===== config.mk =====
export PLATFORM = sky130hd
export DESIGN_NAME = ramp_seq
export DESIGN_NICKNAME = d
export VERILOG_FILES = /design/src/rtl/ramp_pkg.sv /design/src/rtl/ramp_trig_sync.sv /design/src/rtl/ramp_seg_ctrl.sv /design/src/rtl/ramp_accum.sv /design/src/rtl/ramp_seq.sv
export SDC_FILE = /design/constraint.sdc
export NUM_CORES = 1
export LEC_CHECK = 0
export BUFFER_PORTS_ARGS = -buffer_cell sky130_fd_sc_hd__buf_2
export CORE_MARGIN = 2
export CORE_UTILIZATION = 53
export DETAILED_ROUTE_END_ITERATION = 6
export GPL_TIMING_DRIVEN = 0
export PLACE_DENSITY = 0.87
export SLEW_MARGIN = 20
export SYNTH_ARGS = -nofsm -noshare
export SYNTH_HDL_FRONTEND = slang
export SYNTH_SLANG_ARGS = --single-unit
export TNS_END_PERCENT = 50

===== constraint.sdc =====
create_clock -name clk -period 4.05 [get_ports clk]
set_clock_uncertainty 0.05 [all_clocks]
set_input_delay 0.405 -clock clk [delete_from_list [all_inputs] [get_ports clk]]
set_output_delay 0.405 -clock clk [all_outputs]
set_load 0.02 [all_outputs]

===== src/rtl/ramp_pkg.sv =====
package ramp_pkg;
    localparam int ACC_W = 30;
    localparam int LEN_W = 16;
    localparam int NSEG  = 2;
    localparam int SEG_W = $clog2(NSEG);
    localparam int NTRIG = 2;

    typedef enum logic [1:0] {
        ADV_LEN    = 2'd0,
        ADV_TRIG_A = 2'd1,
        ADV_TRIG_B = 2'd2,
        ADV_NEVER  = 2'd3
    } adv_src_e;

    typedef struct packed {
        logic [ACC_W-1:0] inc;
        logic [LEN_W-1:0] len;
        logic             half;
        logic [SEG_W-1:0] succ;
        adv_src_e         adv;
    } seg_cfg_t;

    // True when one more step reaches the length (length 0 acts as 1).
    function automatic logic len_reached(logic [LEN_W-1:0] cnt, logic [LEN_W-1:0] len);
        return ({1'b0, cnt} + 1'b1) >= {1'b0, len};
    endfunction

    function automatic logic [LEN_W-1:0] sat_step(logic [LEN_W-1:0] cnt);
        return (&cnt) ? cnt : cnt + 1'b1;
    endfunction
endpackage


===== src/rtl/ramp_trig_sync.sv =====
module ramp_trig_sync #(
    parameter int STAGES = 2
) (
    input  logic clk,
    input  logic rst,
    input  logic din,
    output logic rise
);
    logic [STAGES-1:0] sr;
    logic              last;

    always_ff @(posedge clk) begin
        if (rst) begin
            sr   <= '0;
            last <= 1'b0;
        end else begin
            sr   <= {sr[STAGES-2:0], din};
            last <= sr[STAGES-1];
        end
    end

    assign rise = sr[STAGES-1] & ~last;
endmodule


===== src/rtl/ramp_seg_ctrl.sv =====
module ramp_seg_ctrl
    import ramp_pkg::*;
(
    input  logic                   clk,
    input  logic                   rst,
    input  logic                   enable,
    input  logic                   manual_mode,
    input  logic                   clr_opt,
    input  seg_cfg_t               cfg [NSEG],
    input  logic [NTRIG-1:0]       trig_rise,
    output logic [SEG_W-1:0]       seg,
    output logic                   tick,
    output logic                   clr_acc,
    output logic [ACC_W-1:0]       step_inc
);
    seg_cfg_t         cur;
    logic [LEN_W-1:0] cnt;
    logic             phase;
    logic             timeout, hit, adv;

    always_comb begin
        cur      = cfg[seg];
        tick     = ~cur.half | phase;
        step_inc = cur.inc;
        timeout  = ~manual_mode && (cur.adv == ADV_LEN) && tick && len_reached(cnt, cur.len);
        hit      = ((cur.adv == ADV_TRIG_A) && trig_rise[0]) ||
                   ((cur.adv == ADV_TRIG_B) && trig_rise[1]);
        adv      = timeout | hit;
        clr_acc  = adv && (cur.succ == SEG_W'(1)) && clr_opt && ~manual_mode;
    end

    always_ff @(posedge clk) begin
        if (rst || !enable) begin
            seg   <= '0;
            cnt   <= '0;
            phase <= 1'b0;
        end else if (adv) begin
            seg   <= cur.succ;
            cnt   <= '0;
            phase <= 1'b0;
        end else begin
            if (tick) cnt <= sat_step(cnt);
            phase <= cur.half ? ~phase : 1'b0;
        end
    end
endmodule


===== src/rtl/ramp_accum.sv =====
module ramp_accum
    import ramp_pkg::*;
(
    input  logic             clk,
    input  logic             rst,
    input  logic             enable,
    input  logic             tick,
    input  logic             clr,
    input  logic [ACC_W-1:0] inc,
    output logic [ACC_W-1:0] acc
);
    always_ff @(posedge clk) begin
        if (rst || !enable) acc <= '0;
        else if (clr)       acc <= '0;
        else if (tick)      acc <= acc + inc;
    end
endmodule


===== src/rtl/ramp_seq.sv =====
module ramp_seq
    import ramp_pkg::*;
#(
    parameter int SYNC_STAGES = 2
) (
    input  logic              clk,
    input  logic              rst,
    input  logic              enable,
    input  logic              manual_mode,
    input  logic              seg1_clr,
    input  logic [ACC_W-1:0]  seg0_inc,
    input  logic [LEN_W-1:0]  seg0_len,
    input  logic              seg0_half,
    input  logic              seg0_next,
    input  logic [1:0]        seg0_adv,
    input  logic [ACC_W-1:0]  seg1_inc,
    input  logic [LEN_W-1:0]  seg1_len,
    input  logic              seg1_half,
    input  logic              seg1_next,
    input  logic [1:0]        seg1_adv,
    input  logic              trig_a,
    input  logic              trig_b,
    output logic [ACC_W-1:0]  ramp_val,
    output logic              seg_idx
);
    seg_cfg_t         cfg [NSEG];
    logic [NTRIG-1:0] trig_in, trig_rise;
    logic [SEG_W-1:0] seg;
    logic             tick, clr_acc;
    logic [ACC_W-1:0] step_inc;

    always_comb begin
        cfg[0] = '{inc: seg0_inc, len: seg0_len, half: seg0_half,
                   succ: SEG_W'(seg0_next), adv: adv_src_e'(seg0_adv)};
        cfg[1] = '{inc: seg1_inc, len: seg1_len, half: seg1_half,
                   succ: SEG_W'(seg1_next), adv: adv_src_e'(seg1_adv)};
    end

    assign trig_in = {trig_b, trig_a};

    for (genvar t = 0; t < NTRIG; t++) begin : g_trig
        ramp_trig_sync #(.STAGES(SYNC_STAGES)) u_sync (
            .clk (clk),
            .rst (rst),
            .din (trig_in[t]),
            .rise(trig_rise[t])
        );
    end

    ramp_seg_ctrl u_ctrl (
        .clk        (clk),
        .rst        (rst),
        .enable     (enable),
        .manual_mode(manual_mode),
        .clr_opt    (seg1_clr),
        .cfg        (cfg),
        .trig_rise  (trig_rise),
        .seg        (seg),
        .tick       (tick),
        .clr_acc    (clr_acc),
        .step_inc   (step_inc)
    );

    ramp_accum u_acc (
        .clk   (clk),
        .rst   (rst),
        .enable(enable),
        .tick  (tick),
        .clr   (clr_acc),
        .inc   (step_inc),
        .acc   (ramp_val)
    );

    assign seg_idx = seg[0];
endmodule


# Word-level counts from Yosys, hierarchy flattened
# Cells that the tools add are included.
totals:
  mem_bits_rw: 0
  word_cells: 46
  register_bits: 54
  latch_bits: 0
  out_inout_bits: 31
  romBits: 0
  n_memories: 0
  inputBits: 107
op_classes:
  n_lt_le_gt_ge: 2
  addsub: 3
  reduce_logical: 17
  n_bitwise: 11
  mux: 3
  n_div: 0
  shift: 0
  eq_ne: 2
  multipliers: 0
ops:
  columns: ["op", "n"]
  rows:
  - ["50-bit 2-to-1 mux", 3]
  - ["30-bit adder", 1]
  - ["16-bit by 1-bit adder with 17-bit output (second input constant)", 1]
  - ["17-bit by 16-bit greater-or-equal comparator with 1-bit output", 1]
  - ["16-bit by 1-bit adder with 16-bit output (second input constant)", 1]
  - ["16-bit AND reduction", 1]
  - ["1-bit logical AND", 8]
  - ["1-bit NOT", 6]
  - ["2-bit OR reduction", 2]
  - ["3-bit OR reduction", 1]
  - ["1-bit AND", 2]
  - ["2-bit by 1-bit == test with 1-bit output (second input constant)", 1]
  - ["2-bit == test (second input constant)", 1]
  - ["2-bit greater-or-equal comparator (second input constant)", 1]
  - ["2-bit zero test", 1]
  - ["1-bit logical OR", 2]
  - ["1-bit NOT with 2-bit output", 1]
  - ["1-bit OR", 2]
  - ["2-bit AND reduction", 1]
  - ["1-bit zero test", 1]

# Longest topological paths before layout
depth:
  ltp_word: 13
  ltp_mapped: 17
  mapped_depth_nobuf: 16

# Modules after synthesis
# Synthesis repeated with hierarchy kept, for this count alone.
unflattened:
  cells_unflattened: 580
  area_unflattened_um2: 4918.5
by_module_without_submodules:
  columns: ["mod", "cells_each", "area_each_um2", "seq_area_each_um2", "instances"]
  rows:
  - ["ramp_accum", 320, 2592.5, 600.6, 1]
  - ["ramp_seg_ctrl", 246, 2150.8, 360.3, 1]
  - ["ramp_trig_sync", 7, 87.6, 60.1, 2]

# Worst setup path before layout
# OpenSTA, ideal clock, no wires.
synth_path:
  path_kind: "register -> register"
  start: "reg u_ctrl.seg"
  end: "reg u_acc.acc[29]"
  synth_period_minus_slack_ps: 3854
  setup_ps: 121
  path_buffers: 3
  setup_slack_ps: 196
  t_arrival_ps: 3683
  stages_incl_launch_ff: 16
  required_time_ps: 3879
  cell_sequence: "dfxtp_1 > buf_2 > buf_1 > clkbuf_1 > mux2i_1 > inv_1 > ha_1 > a21oi_1 > nor2_1 > o2111ai_1 > a21oi_2 > o311ai_4 > o21ai_1 > and3_1 > nor3_1 > mux2_2"
synth_via:
  elab_chain_len: 13
  elab_cells_between_ends: 22
synth_lines:
  columns: ["element", "line_no", "source"]
  rows:
  - ["start: declaration", "ramp_seg_ctrl.sv:11", "output logic [SEG_W-1:0] seg,"]
  - ["start signal: assignment", "ramp_seg_ctrl.sv:38", "seg <= cur.succ;"]
  - ["1-bit NOT with 2-bit output (not written as such) *", "ramp_seg_ctrl.sv:22", "cur = cfg[seg];"]
  - ["50-bit 2-to-1 mux (not written as such) * (3 in a row)", "ramp_seg_ctrl.sv:22", null]
  - ["branches (longest 9 deep; another with 17-bit by 16-bit greater-or-equal comparator with 1-bit output)", null, null]
  - ["end signal: assignment", "ramp_accum.sv:15", "else if (tick) acc <= acc + inc;"]
  - ["end: declaration", "ramp_accum.sv:10", "output logic [ACC_W-1:0] acc"]
# Every way passes the cells marked *. The select of a mux whose other input is x is not followed.
# A chain may end at the register's enable or synchronous reset.

# Worst setup path in the final report
# Same ends and word-level chain as after synthesis.

==> metrics.md <==
| Metric | Value |
|---|---|
| Reg-to-reg endpoint | `u_acc.acc[29]` |
| Total number of vias | `4581` |
| Htree depth | `2` |
| Fin crit share | `93.5%` |
| Crit Path Class | `reg -> reg` |
| Port buffer count | `137` |
| R2r setup slk | `0.26 ns` |
| CORE AREA | `8590 µm²` |
| Area Overhead vs Synth | `20.5%` |
| Slew @ Worst Pin | `0.760 ns` |
| Post-synthesis cell count | `559` |
| GRT Residual Overflow | `0` |
| Synth area leader | `dfxtp_1` |
| Final instance area | `5580 µm²` |
| Reg power frac | `43.2%` |
| Max_cap viols | `0` |
| Antenna Cells | `0` |
| Worst Hold Class | `in -> reg` |
| Largest net degree at the start of global routing | `17` |
| Clock share of power | `25.5%` |
| Cells on Worst Hold Path | `2` |
| Clk_lat worst skew | `0.31 ns` |
| Synth top area share | `23.3%` |
| Post-synthesis sequential area ratio | `23.3%` |
| Sw Pwr | `424 µW` |
| Hold path start | `trig_a` |
| Total power | `1320 µW` |
| Ys Warns | `0` |
| Final Setup Violations | `0` |
| Post-DP HPWL | `9630 µm` |
| First-pass GRT wire length | `20200 µm` |
| RSZ-0062 raised after global routing | `false` |
| Post-synth EDFFs | `0` |
| RR Startpoint | `u_ctrl.seg` |
| Mapped Nets | `713` |
| Crit-path max FO | `16` |
| Worst setup path start | `u_ctrl.seg` |
| Total CTS buffers | `5` |
| Netlist area before placement | `4630 µm²` |
| Required @ worst endpoint | `4.20 ns` |
| CP endpoint kind | `flop` |
| Max VDD drop | `0.134 mV` |
| Achievable frequency | `264 MHz` |
| DR iter-0 viols | `160` |
| CTS max path bufs | `2` |
| Post-synth ARST share | `0%` |
| Dominant synthesized flop cell | `dfxtp_1` |
| Pins Over Slew Limit | `0` |
| Yosys reg bits | `54` |
| Reg2Reg Depth | `14` |
| Die ar. | `9510 µm²` |
| Net Sw Frac | `32.2%` |
| Worst setup SP type | `flop` |
| Tmin final | `3.79 ns` |
| Worst Path Arrival | `3.93 ns` |
| Vias in the first global route | `4658` |
| Relative slew slack | `48.9%` |
| Synth unique cells | `60` |
| Gate power share | `31.3%` |
| IO Pins | `138` |
| Tot GR Track Use | `24.9%` |
| Most numerous cell in the Yosys netlist | `nor2_1` |
| Clock Sinks | `54` |
| Vias per cell | `5.63` |
| Nets | `858` |
| Pre-antenna DRT Iters | `4` |
| Reg clk slew, reported paths | `0.10 ns` |
| Cell Int Power | `894 µW` |
| Initial antenna violation count | `0` |
| Die Wd | `97.5 µm` |
| Synthesized area per cell | `8.29 µm²` |
| Layout cells sized above 1 | `29.2%` |
| Pwr dens | `236 nW/µm²` |
| Leakage | `0.00278 µW` |
| Wire length per cell | `14.9 µm` |
| Synth cell count leaders | `nor2_1 (58), dfxtp_1 (54), nand2_1 (52)` |
| GP Congestion | `0.973` |
| Placed cell area | `5450 µm²` |
| Hold WS | `0.288 ns` |
| Worst Hold Path EP | `g_trig[0].u_sync.sr[0]` |
| Status | `finished, final reports clean` |
| Post-Route WL | `12100 µm` |
| TritonCTS clock tree | `built` |
| Root buf cell | `clkbuf_8` |
| Starting Density | `53.9%` |
| Area contributors post-synth | `dfxtp_1 (23%), ha_1 (12%), mux2_2 (8.0%)` |
| Cell Rows | `34` |
| Die height | `97.5 µm` |
| Antenna-violating nets left | `0` |
| Hold Fails Final Rpt | `0` |
| DRC | `0` |
-- registers in the layout, indices dropped and copies added (netlist names) --
name,cells
u_acc.acc,30
u_ctrl.seg,1
u_ctrl.cnt,16
g_trig.u_sync.sr,4
u_ctrl.phase,1
g_trig.u_sync.last,2
-- power by group through the flow --
| stage | clock, µW | combinational [µW] | sequential, µW |
|---|---|---|---|
| CTS | 346 | 406 | 569 |
| detailed placement | 0 | 403 | 581 |
| global route | 366 | 457 | 573 |
| floorplan | 0 | 258 | 598 |
| finish | 336 | 412 | 570 |
| global placement | 0 | 387 | 580 |
-- cells by family after synthesis --
family,after synthesis,share of synthesized area (%)
compound gates,132,19.0
xor+xnor,45,8.51
fa+ha+maj,47,12.9
buf+inv,34,3.11
flops,54,23.3
mux,54,12.6
simple gates,193,20.6
-- worst max-delay path: stages (launching register included) --
cell and delay, ns:
dfxtp_1 0.35, clkbuf_4 0.32, clkbuf_4 0.35, mux2i_2 0.30, inv_1 0.08, ha_1 0.27
a21oi_1 0.19, nor2_1 0.09, o2111ai_1 0.35, a21oi_2 0.16, o311ai_4 0.38, o21ai_1 0.12
and3_1 0.15, nor3_1 0.18, mux2_2 0.35
-- layout make-up --
| type | instances | area [µm²] |
|---|---|---|
| multi-input cells | 471 | 3410 |
| fillers | 704 | 3010 |
| flip-flops and latches | 54 | 1080 |
| repair buffers | 139 | 701 |
| well taps | 108 | 135 |
| clock buffers | 7 | 96.3 |
| plain buffers | 19 | 96.3 |
| inverters | 14 | 52.6 |
| clock inverters | 1 | 8.76 |
-- per-stage QoR --
step / utilization, % / cells / setup slack (ns) / TNS [ns]
detailed placement: 63.5 / 804 / -0.598 / -6.19
global route: 65.0 / 813 / 0.0392 / 0
global placement: 63.5 / 804 / -0.547 / -3.68
CTS: 64.7 / 811 / 0.0302 / 0
finish: 65.0 / 813 / 0.263 / 0
floorplan: - / 559 / 0.196 / 0
-- repair_timing --
item                       in CTS  in global routing
buffers inserted                0                  2
pin swaps                       0                  1
cloned                          0                  0
resized for setup               1                  7
hold buffers                    0                  0
setup endpoints to repair      36                 15
-- worst max-delay path by stage --
stage	endpoint	slack (ns)	cells past startpoint
floorplan	u_acc.acc[29]	0.20	15
global placement	u_acc.acc[29]	-0.55	15
detailed placement	u_acc.acc[29]	-0.60	15
CTS	u_acc.acc[29]	0.03	14
global route	u_acc.acc[29]	0.04	14
finish	u_acc.acc[29]	0.26	14
-- cells in the final DEF (no fill, tap or decap), drive strengths merged, types with 4 or more instances in the layout --
master,n
buf,146
nor2,59
dfxtp,54
nand2,52
a21oi,47
ha,46
mux2,33
xor2,26
a21o,26
mux2i,21
o21ai,21
xnor2,19
clkbuf,19
inv,14
nor3,12
nand3,12
nor2b,11
and3,10
nand4,7
nand2b,7
o31ai,7
and2,6
a211oi,6
o21a,5
a31oi,5
or3,4
-- metal layers --
layer,global-route usage (%),part of all wire (%),vias up
li1,-,-,2292
met5,0,0,-
met2,45.8,51,165
met1,29.0,42,2101
met3,2.95,5.4,23
met4,10.0,2.3,0
(Power assumes the default switching activity.)
